## src/rtl/cbs_pkg.sv

```systemverilog
package cbs_pkg;
    typedef enum logic [1:0] {
        ST_COLD     = 2'd0,
        ST_FIRMWARE = 2'd1,
        ST_HANDOFF  = 2'd2,
        ST_CART     = 2'd3
    } boot_state_t;
endpackage

```

## src/rtl/cbs_seq.sv

```systemverilog
module cbs_seq
    import cbs_pkg::*;
#(
    parameter int CLR_CYCLES = 16
) (
    input  logic clk,
    input  logic rst_n,
    input  logic warm_req,
    input  logic hs_on,
    input  logic hs_swap,
    output logic cart_on,
    output logic swap_q,
    output logic clr_n
);
    localparam int CNT_W = (CLR_CYCLES > 1) ? $clog2(CLR_CYCLES) : 1;
    localparam logic [CNT_W-1:0] LAST = CNT_W'(CLR_CYCLES - 1);

    boot_state_t state, state_nx;
    logic [CNT_W-1:0] cnt;
    logic en_q;

    // state register
    always_ff @(posedge clk or negedge rst_n) begin
        if (!rst_n) state <= ST_COLD;
        else        state <= state_nx;
    end

    always_comb begin
        state_nx = state;
        unique case (state)
            ST_COLD:     state_nx = ST_FIRMWARE;
            ST_FIRMWARE: if (warm_req) state_nx = ST_HANDOFF;
            ST_HANDOFF:  if (cnt == LAST) state_nx = ST_CART;
            ST_CART:     state_nx = ST_CART;
            default:     state_nx = ST_COLD;
        endcase
    end

    // pulse length counter
    always_ff @(posedge clk or negedge rst_n) begin
        if (!rst_n)                  cnt <= '0;
        else if (state == ST_HANDOFF) cnt <= cnt + 1'b1;
        else                         cnt <= '0;
    end

    // sticky settings: only cold reset clears them
    always_ff @(posedge clk or negedge rst_n) begin
        if (!rst_n) begin
            en_q   <= 1'b0;
            swap_q <= 1'b0;
        end else if (state == ST_FIRMWARE || state == ST_CART) begin
            en_q   <= hs_on;
            swap_q <= hs_swap;
        end
    end

    // outputs
    always_comb begin
        unique case (state)
            ST_COLD:     begin clr_n = 1'b0; cart_on = 1'b0; end
            ST_FIRMWARE: begin clr_n = 1'b1; cart_on = 1'b0; end
            ST_HANDOFF:  begin clr_n = 1'b0; cart_on = 1'b0; end
            ST_CART:     begin clr_n = 1'b1; cart_on = en_q; end
            default:     begin clr_n = 1'b0; cart_on = 1'b0; end
        endcase
    end

    p_cold_exit_r1: assert property (@(posedge clk) disable iff (!rst_n)
        state == ST_COLD |=> state == ST_FIRMWARE);
    p_fw_internal_r2: assert property (@(posedge clk) disable iff (!rst_n)
        state == ST_FIRMWARE |-> !cart_on && clr_n);
    p_handoff_exit_r3: assert property (@(posedge clk) disable iff (!rst_n)
        (state == ST_HANDOFF && cnt == LAST) |=> state == ST_CART);
    p_cart_stays_r4: assert property (@(posedge clk) disable iff (!rst_n)
        state == ST_CART |=> state == ST_CART && clr_n);
endmodule

```

## src/rtl/cbs_map.sv

```systemverilog
module cbs_map #(
    parameter int BANK_W  = 7,
    parameter int N_PORTS = 2
) (
    input  logic              clk,
    input  logic              rst_n,
    input  logic              cart_act,
    input  logic              swap,
    input  logic              bank_oe,
    input  logic [BANK_W-1:0] bank_latch,
    input  logic              rom_sel,
    input  logic              rd_n,
    input  logic              wr_n,
    output logic [BANK_W-1:0] cart_bank,
    output logic [N_PORTS-1:0] ce_n,
    output logic              int_en,
    output logic              cart_wr_n
);
    localparam int PSEL_W = (N_PORTS > 1) ? $clog2(N_PORTS) : 1;

    logic [PSEL_W-1:0] port_idx;
    logic strobe;

    always_comb begin
        cart_bank = bank_oe ? bank_latch : '0;
        port_idx  = cart_bank[BANK_W-1 -: PSEL_W] ^ {PSEL_W{swap}};
        strobe    = rom_sel && (!rd_n || !wr_n);
        int_en    = rom_sel && !cart_act;
        cart_wr_n = !(cart_act && rom_sel && !wr_n);
    end

    for (genvar p = 0; p < N_PORTS; p++) begin : g_port
        assign ce_n[p] = !(cart_act && strobe && port_idx == PSEL_W'(p));
    end

    p_one_port_r6: assert property (@(posedge clk) disable iff (!rst_n)
        $onehot0(~ce_n));
    p_int_excl_r6: assert property (@(posedge clk) disable iff (!rst_n)
        !(&ce_n) |-> !int_en);
    p_idle_wr_r9: assert property (@(posedge clk) disable iff (!rst_n)
        !cart_act |-> cart_wr_n);
    p_no_sel_r10: assert property (@(posedge clk) disable iff (!rst_n)
        !rom_sel |-> (&ce_n) && !int_en);
endmodule

```

## src/rtl/cart_boot_ctrl.sv

```systemverilog
module cart_boot_ctrl #(
    parameter int BANK_W     = 7,
    parameter int N_PORTS    = 2,
    parameter int CLR_CYCLES = 16
) (
    input  logic               clk,
    input  logic               rst_n,
    input  logic               fw_warm_req,
    input  logic               hs_port_on,
    input  logic               hs_port_swap,
    input  logic [BANK_W-1:0]  bank_latch,
    input  logic               bank_oe,
    input  logic               rom_sel,
    input  logic               cpu_rd_n,
    input  logic               cpu_wr_n,
    output logic [BANK_W-1:0]  cart_bank,
    output logic [N_PORTS-1:0] cart_ce_n,
    output logic               int_rom_en,
    output logic               cart_wr_n,
    output logic               cart_clr_n
);
    logic cart_on, swap_q;

    cbs_seq #(.CLR_CYCLES(CLR_CYCLES)) i_seq (
        .clk      (clk),
        .rst_n    (rst_n),
        .warm_req (fw_warm_req),
        .hs_on    (hs_port_on),
        .hs_swap  (hs_port_swap),
        .cart_on  (cart_on),
        .swap_q   (swap_q),
        .clr_n    (cart_clr_n)
    );

    cbs_map #(.BANK_W(BANK_W), .N_PORTS(N_PORTS)) i_map (
        .clk        (clk),
        .rst_n      (rst_n),
        .cart_act   (cart_on),
        .swap       (swap_q),
        .bank_oe    (bank_oe),
        .bank_latch (bank_latch),
        .rom_sel    (rom_sel),
        .rd_n       (cpu_rd_n),
        .wr_n       (cpu_wr_n),
        .cart_bank  (cart_bank),
        .ce_n       (cart_ce_n),
        .int_en     (int_rom_en),
        .cart_wr_n  (cart_wr_n)
    );
endmodule

```

## config.mk

```make
export PLATFORM = sky130hd
export DESIGN_NAME = cart_boot_ctrl
export DESIGN_NICKNAME = d
export VERILOG_FILES = /design/src/rtl/cbs_pkg.sv /design/src/rtl/cbs_seq.sv /design/src/rtl/cbs_map.sv /design/src/rtl/cart_boot_ctrl.sv
export SDC_FILE = /design/constraint.sdc
export NUM_CORES = 1
export LEC_CHECK = 0
export BUFFER_PORTS_ARGS = -buffer_cell sky130_fd_sc_hd__clkbuf_2
export CAP_MARGIN = 20
export CORE_AREA = 4 4 41 43
export DETAILED_ROUTE_END_ITERATION = 16
export DIE_AREA = 0 0 45 47
export PLACE_DENSITY = 0.73
export SLEW_MARGIN = 0
export SYNTH_ARGS = -nofsm -noshare
export SYNTH_HDL_FRONTEND = slang
export SYNTH_SLANG_ARGS = --single-unit
```

## constraint.sdc

```tcl
create_clock -name clk -period 1.3 [get_ports clk]
set_input_delay 0.195 -clock clk [delete_from_list [all_inputs] [get_ports clk]]
set_output_delay 0.195 -clock clk [all_outputs]
set_load 0.03 [all_outputs]
```

# [Yosys cells after proc, flatten, opt, wreduce, memory -nomap -nowiden]
# Cells that the tools add are included.
[totals] ff_bits=8 in_bits=16
[op_classes] n_addsub=1 eq_ne=6 n_mux=7 n_bitwise=2 n_reduce_logical=20
[op_table] operator="2-bit case mux with 4 select lines" count=1
[op_table] operator="1-bit logical AND" count=7
[op_table] operator="7-bit two-way mux" count=1
[op_table] operator="1-bit logical NOT" count=6
[op_table] operator="4-bit by 1-bit adder with 4-bit output (second input constant)" count=1
[op_table] operator="2-bit == test (second input constant)" count=2
[op_table] operator="4-bit == test (second input constant)" count=1
[op_table] operator="2-bit two-way mux" count=2
[op_table] operator="4-bit two-way mux" count=1
[op_table] operator="1-bit case mux with 2 select lines" count=2
[op_table] operator="2-bit OR reduction" count=2
[op_table] operator="3-bit OR reduction" count=1
[op_table] operator="2-bit by 1-bit == test with 1-bit output (second input constant)" count=1
[op_table] operator="2-bit logical NOT" count=1
[op_table] operator="1-bit logical OR" count=2
[op_table] operator="2-bit by 1-bit != test with 1-bit output (second input constant)" count=1
[op_table] operator="2-bit != test (second input constant)" count=1
[op_table] operator="2-bit AND reduction" count=1
[op_table] operator="1-bit NOT" count=1
[op_table] operator="1-bit bitwise XOR" count=1

# [Depth between registers and ports, before layout]
[logic_depth] word_depth=6 depth_mapped=3 mapped_depth_nobuf=3

# [Cells and area by module]
# Synthesis repeated with hierarchy kept, for this count alone.
[hier_totals] hier_cells=42 hier_area_um2=442.9
[by_module_without_submodules] module="cbs_seq" n_inst=1 cells_per_inst=27 area_per_inst_um2=331.6
[by_module_without_submodules] module="cbs_map" n_inst=1 cells_per_inst=15 area_per_inst_um2=111.4

# [Worst setup path before layout]
# No wires, ideal clock.
[synth_timing] path_kind="reg-to-output" startpoint="register i_seq.state[0]" endpoint="output port cart_clr_n" t_arrival_ns=1.060 setup_slack_ns=0.045 path_stages_with_launch=2 n_path_buf=1 cell_sequence="dfrtp_1 -> dlygate4sd3_1"
[synth_via] elab_chain_cells=3 word_cells_on_any_way=7 classes_between="3 x eq/ne; 1 x mux; 3 x reduce/logical"
[synth_rtl] item="from (decl)" line_no="cbs_seq.sv:18" source="boot_state_t state, state_nx;"
[synth_rtl] item="from (signal assigned)" line_no="cbs_seq.sv:25" source="else state <= state_nx;"
[synth_rtl] item="2-bit == test, or another cell as far along" line_no="cbs_seq.sv:59" source="unique case (state)"
[synth_rtl] item="2-bit OR reduction (no line)"
[synth_rtl] item="1-bit case mux with 2 select lines *" line_no="cbs_seq.sv:59"
[synth_rtl] item="to (decl)" line_no="cart_boot_ctrl.sv:20" source="output logic cart_clr_n"
# Mark *: on every way between the ends. The rest lies on a longest branch, timed or not.

# [Worst setup path after layout]
[layout_timing] startpoint="register i_seq.swap_q" endpoint="output port cart_ce_n[1]"
[layout_via] elab_chain_cells=3
[layout_rtl] item="from (decl)" line_no="cbs_seq.sv:12" source="output logic swap_q,"
[layout_rtl] item="from (signal assigned)" line_no="cbs_seq.sv:53" source="swap_q <= hs_swap;"
[layout_rtl] item="1-bit bitwise XOR" line_no="cbs_map.sv:26" source="port_idx = cart_bank[BANK_W-1 -: PSEL_W] ^ {PSEL_W{swap}};"
[layout_rtl] item="1-bit logical AND" line_no="cbs_map.sv:33" source="assign ce_n[p] = !(cart_act && strobe && port_idx == PSEL_W'(p));"
[layout_rtl] item="1-bit logical NOT" line_no="cbs_map.sv:33"
[layout_rtl] item="to (decl)" line_no="cart_boot_ctrl.sv:17" source="output logic [N_PORTS-1:0] cart_ce_n,"
# No other way between the ends.

==> out/metrics.yaml <==
power_and_ir_drop:
  p_leak_uw: 0.000377
  power_frac_seq_pct: 37.5
  ir_worst_vdd_mv: 0.799
  powerDensity_mw_per_mm2: 1160
  swShare_pct: 32.5
  p_clk_share_pct: 21.8
  p_int_uw: 569
  pwr-share-comb_pct: 40.7
  p_switching_uw: 274
layout:
  finalNonFillerCells: 93
  n_antenna_cell: 0
  final_common_cell: "clkbuf_2"
  post-route-util_pct: 55.7
  area_growth_pct: 56.9
  mostFrequentLayoutCells: "clkbuf_2 (22), dfrtp_1 (8), and2_1 (7)"
  fin_area_um2: 724
  final_nets: 97
  drive_gt1_share_pct: 52.6
synth:
  ys_seq_elements: 8
  synth_fp_nets: 61
  yosysWarnings: 0
  synthesis.area_um2: 462
  syn_area_per_cell_um2: 10.5
  synth.distinct_cells: 23
  yosysSeqAreaShare_pct: 43.4
  syn_inst: 44
worst_setup_path:
  reg2reg_from: "i_seq.state[0]"
  crit_arrival_ps: 1310
  ff2ff_setup_slack_ps: 70
  path_max_fanout: 3
  cp_data_required_time_ps: 1110
  crit_path_end_kind: "output port"
  start_kind: "flop"
  slowest_delay_ps: 340
  cpMaxStageDelayCell: "dfrtp_1"
  path_cells: "a21bo_2 -> a221o_1 -> clkbuf_8"
  r2r_cells: 4
  critPathKind: "flop to output port"
  reg2reg_to: "i_seq.cnt[3]"
clock_network:
  cts_tree: "yes"
  clk_latency_ps: 250
  numClockSinks: 8
  ctsHtreeMaxLevel: 1
  cts_buffers: 3
  root_buffer: "clkbuf_4"
  path_clk_slew_ps: 60
  clockBufferDepth: 2
timing:
  fmax_mhz: 663
  worst_clock_skew_ps: 9.24
  worst_pin_slew_ps: 194
  rsz0062_at_grt: "yes"
  max-slew-margin-rel_pct: 87.1
  slew_viol_final: 0
  setup_viol: 2
  period_needed_ps: 1510
  post-route-worst-setup-slack_ps: -209
  hold_viol: 0
  period_share_pct: 116
job:
  cap_violations: 0
detailed_routing:
  drt_iter0_markers: 0
  routedWlPerCell_um: 11.9
  num_vias: 445
  dr_wl_met3_um: 133
  wl_met2_um: 576
  viasPerCell: 4.78
  drtAntennaViolNets: 0
  first_pass_iters: 1
  wl_met1_um: 380
  drt_wl_total_um: 1100
  highest_layer: "met4"
  drc: 0
grt:
  antenna_found_initial: 0
  grt_pass1_wl_um: 1680
  overflow: 0
  grt_max_degree: 10
  grt_pass1_vias: 457
  grt_usage_pct: 11.5
floorplan:
  placementRows: 13
  die_w_um: 45
  dieArea_mm2: 0.00212
  fp.dieH_um: 47
  coreArea_mm2: 0.00130
  ios: 28
  initial_core_util_pct: 35.5
hold_path:
  min_to: "i_seq.swap_q"
  worstHoldStart: "hs_port_swap"
  whs_path_depth: 2
  min_path_type: "primary input to flop"
place:
  gp_congestion: 0.654
  dp.cells: 86
  place_area_um2: 609
  portBuffers: 27
run_status:
  failed_checks: "negative setup slack"
  status: "finished with violations"
cell families after synthesis:
| kind of cell | Yosys count | synth area share (%) |
|---|---|---|
| AOI/OAI and AO/OA | 5 | 9.22 |
| DFF | 8 | 43.4 |
| and+or+nand+nor | 22 | 29.5 |
| adders and majority gates | 1 | 2.71 |
| muxes | 3 | 7.05 |
| xor gates and xnor gates | 1 | 1.90 |
| buffers and inverters | 4 | 6.23 |
cell type report:
cell class,instances,area [µm²]
Fill cell,117,577
Multi-Input combinational cell,32,241
Timing Repair Buffer,33,234
Sequential cell,8,200
Clock buffer,3,22.5
Tap cell,15,18.8
Inverter,2,7.51
flip-flops by register name (all words and copies together), names as in the netlist:
name and count:
i_seq.cnt 4, i_seq.en_q 1, i_seq.swap_q 1, i_seq.state 2
cell usage after synthesis (all sizes together):
master / n / share of area [%]
a21bo: 1 / 2.2
a21o: 1 / 1.9
a221o: 1 / 2.2
a31oi: 1 / 1.4
and2: 7 / 9.5
and3: 1 / 1.4
and4: 1 / 2.2
buf: 1 / 2.4
dfrtp: 8 / 43
dlygate4sd3: 1 / 2.2
ha: 1 / 2.7
inv: 2 / 1.6
mux2: 2 / 4.9
mux2i: 1 / 2.2
nand2: 1 / 0.81
nand2b: 2 / 2.7
nand3: 1 / 1.1
nand3b: 3 / 4.9
nand4: 2 / 2.7
nor2: 3 / 2.4
o21a: 1 / 1.6
or3b: 1 / 1.9
xnor2: 1 / 1.9
how the worst max path moves through the flow:
| stage | start | end | slack, ps | cells after the start |
|---|---|---|---|---|
| after global routing | i_seq.swap_q | cart_ce_n[1] | -290 | 3 |
| after floorplan | i_seq.state[0] | cart_clr_n | 40 | 1 |
| after CTS | i_seq.swap_q | cart_ce_n[1] | -220 | 3 |
| after global placement | i_seq.swap_q | cart_ce_n[1] | 80 | 3 |
| final | i_seq.swap_q | cart_ce_n[1] | -210 | 3 |
| after detailed placement | i_seq.swap_q | cart_ce_n[1] | 50 | 3 |
power by group through the flow:
stage	Combinational (µW)	Sequential [µW]	Clock, µW
floorplan	205	309	0
global route	370	322	206
finish	343	316	184
CTS	324	315	193
detailed placement	262	321	0
global placement	254	319	0
stage by stage:
stage               total power, µW  setup WS [ps]  TNS, ps  hold slack, ps
floorplan                       514           45.0        0            -101
global placement                574           80.7        0            46.3
detailed placement              584           47.7        0            46.2
CTS                             831           -217     -293             168
global route                    898           -288     -496             178
finish                          843           -209     -292             174
layer usage:
metal | vias up | track usage (%)
li1 | 225 | -
met2 | 23 | 21.8
met5 | - | 0
met3 | 2 | 4.60
met1 | 195 | 9.67
met4 | 0 | 8.19
worst max-delay path: cells and delay by family (launching register included):
kind | cells | cell delay (ps)
compound gates | 2 | 560
buf+inv | 1 | 160
flops | 1 | 340
timing repair:
action,CTS,global route
gates resized for setup,11,6
endpoints found under the setup margin,4,6
pin swaps,2,0
cloned,0,0
hold endpoints to repair,8,0
hold buffers,1,0
buffers inserted,3,1
Note: power is estimated with default switching activity, not from simulation.
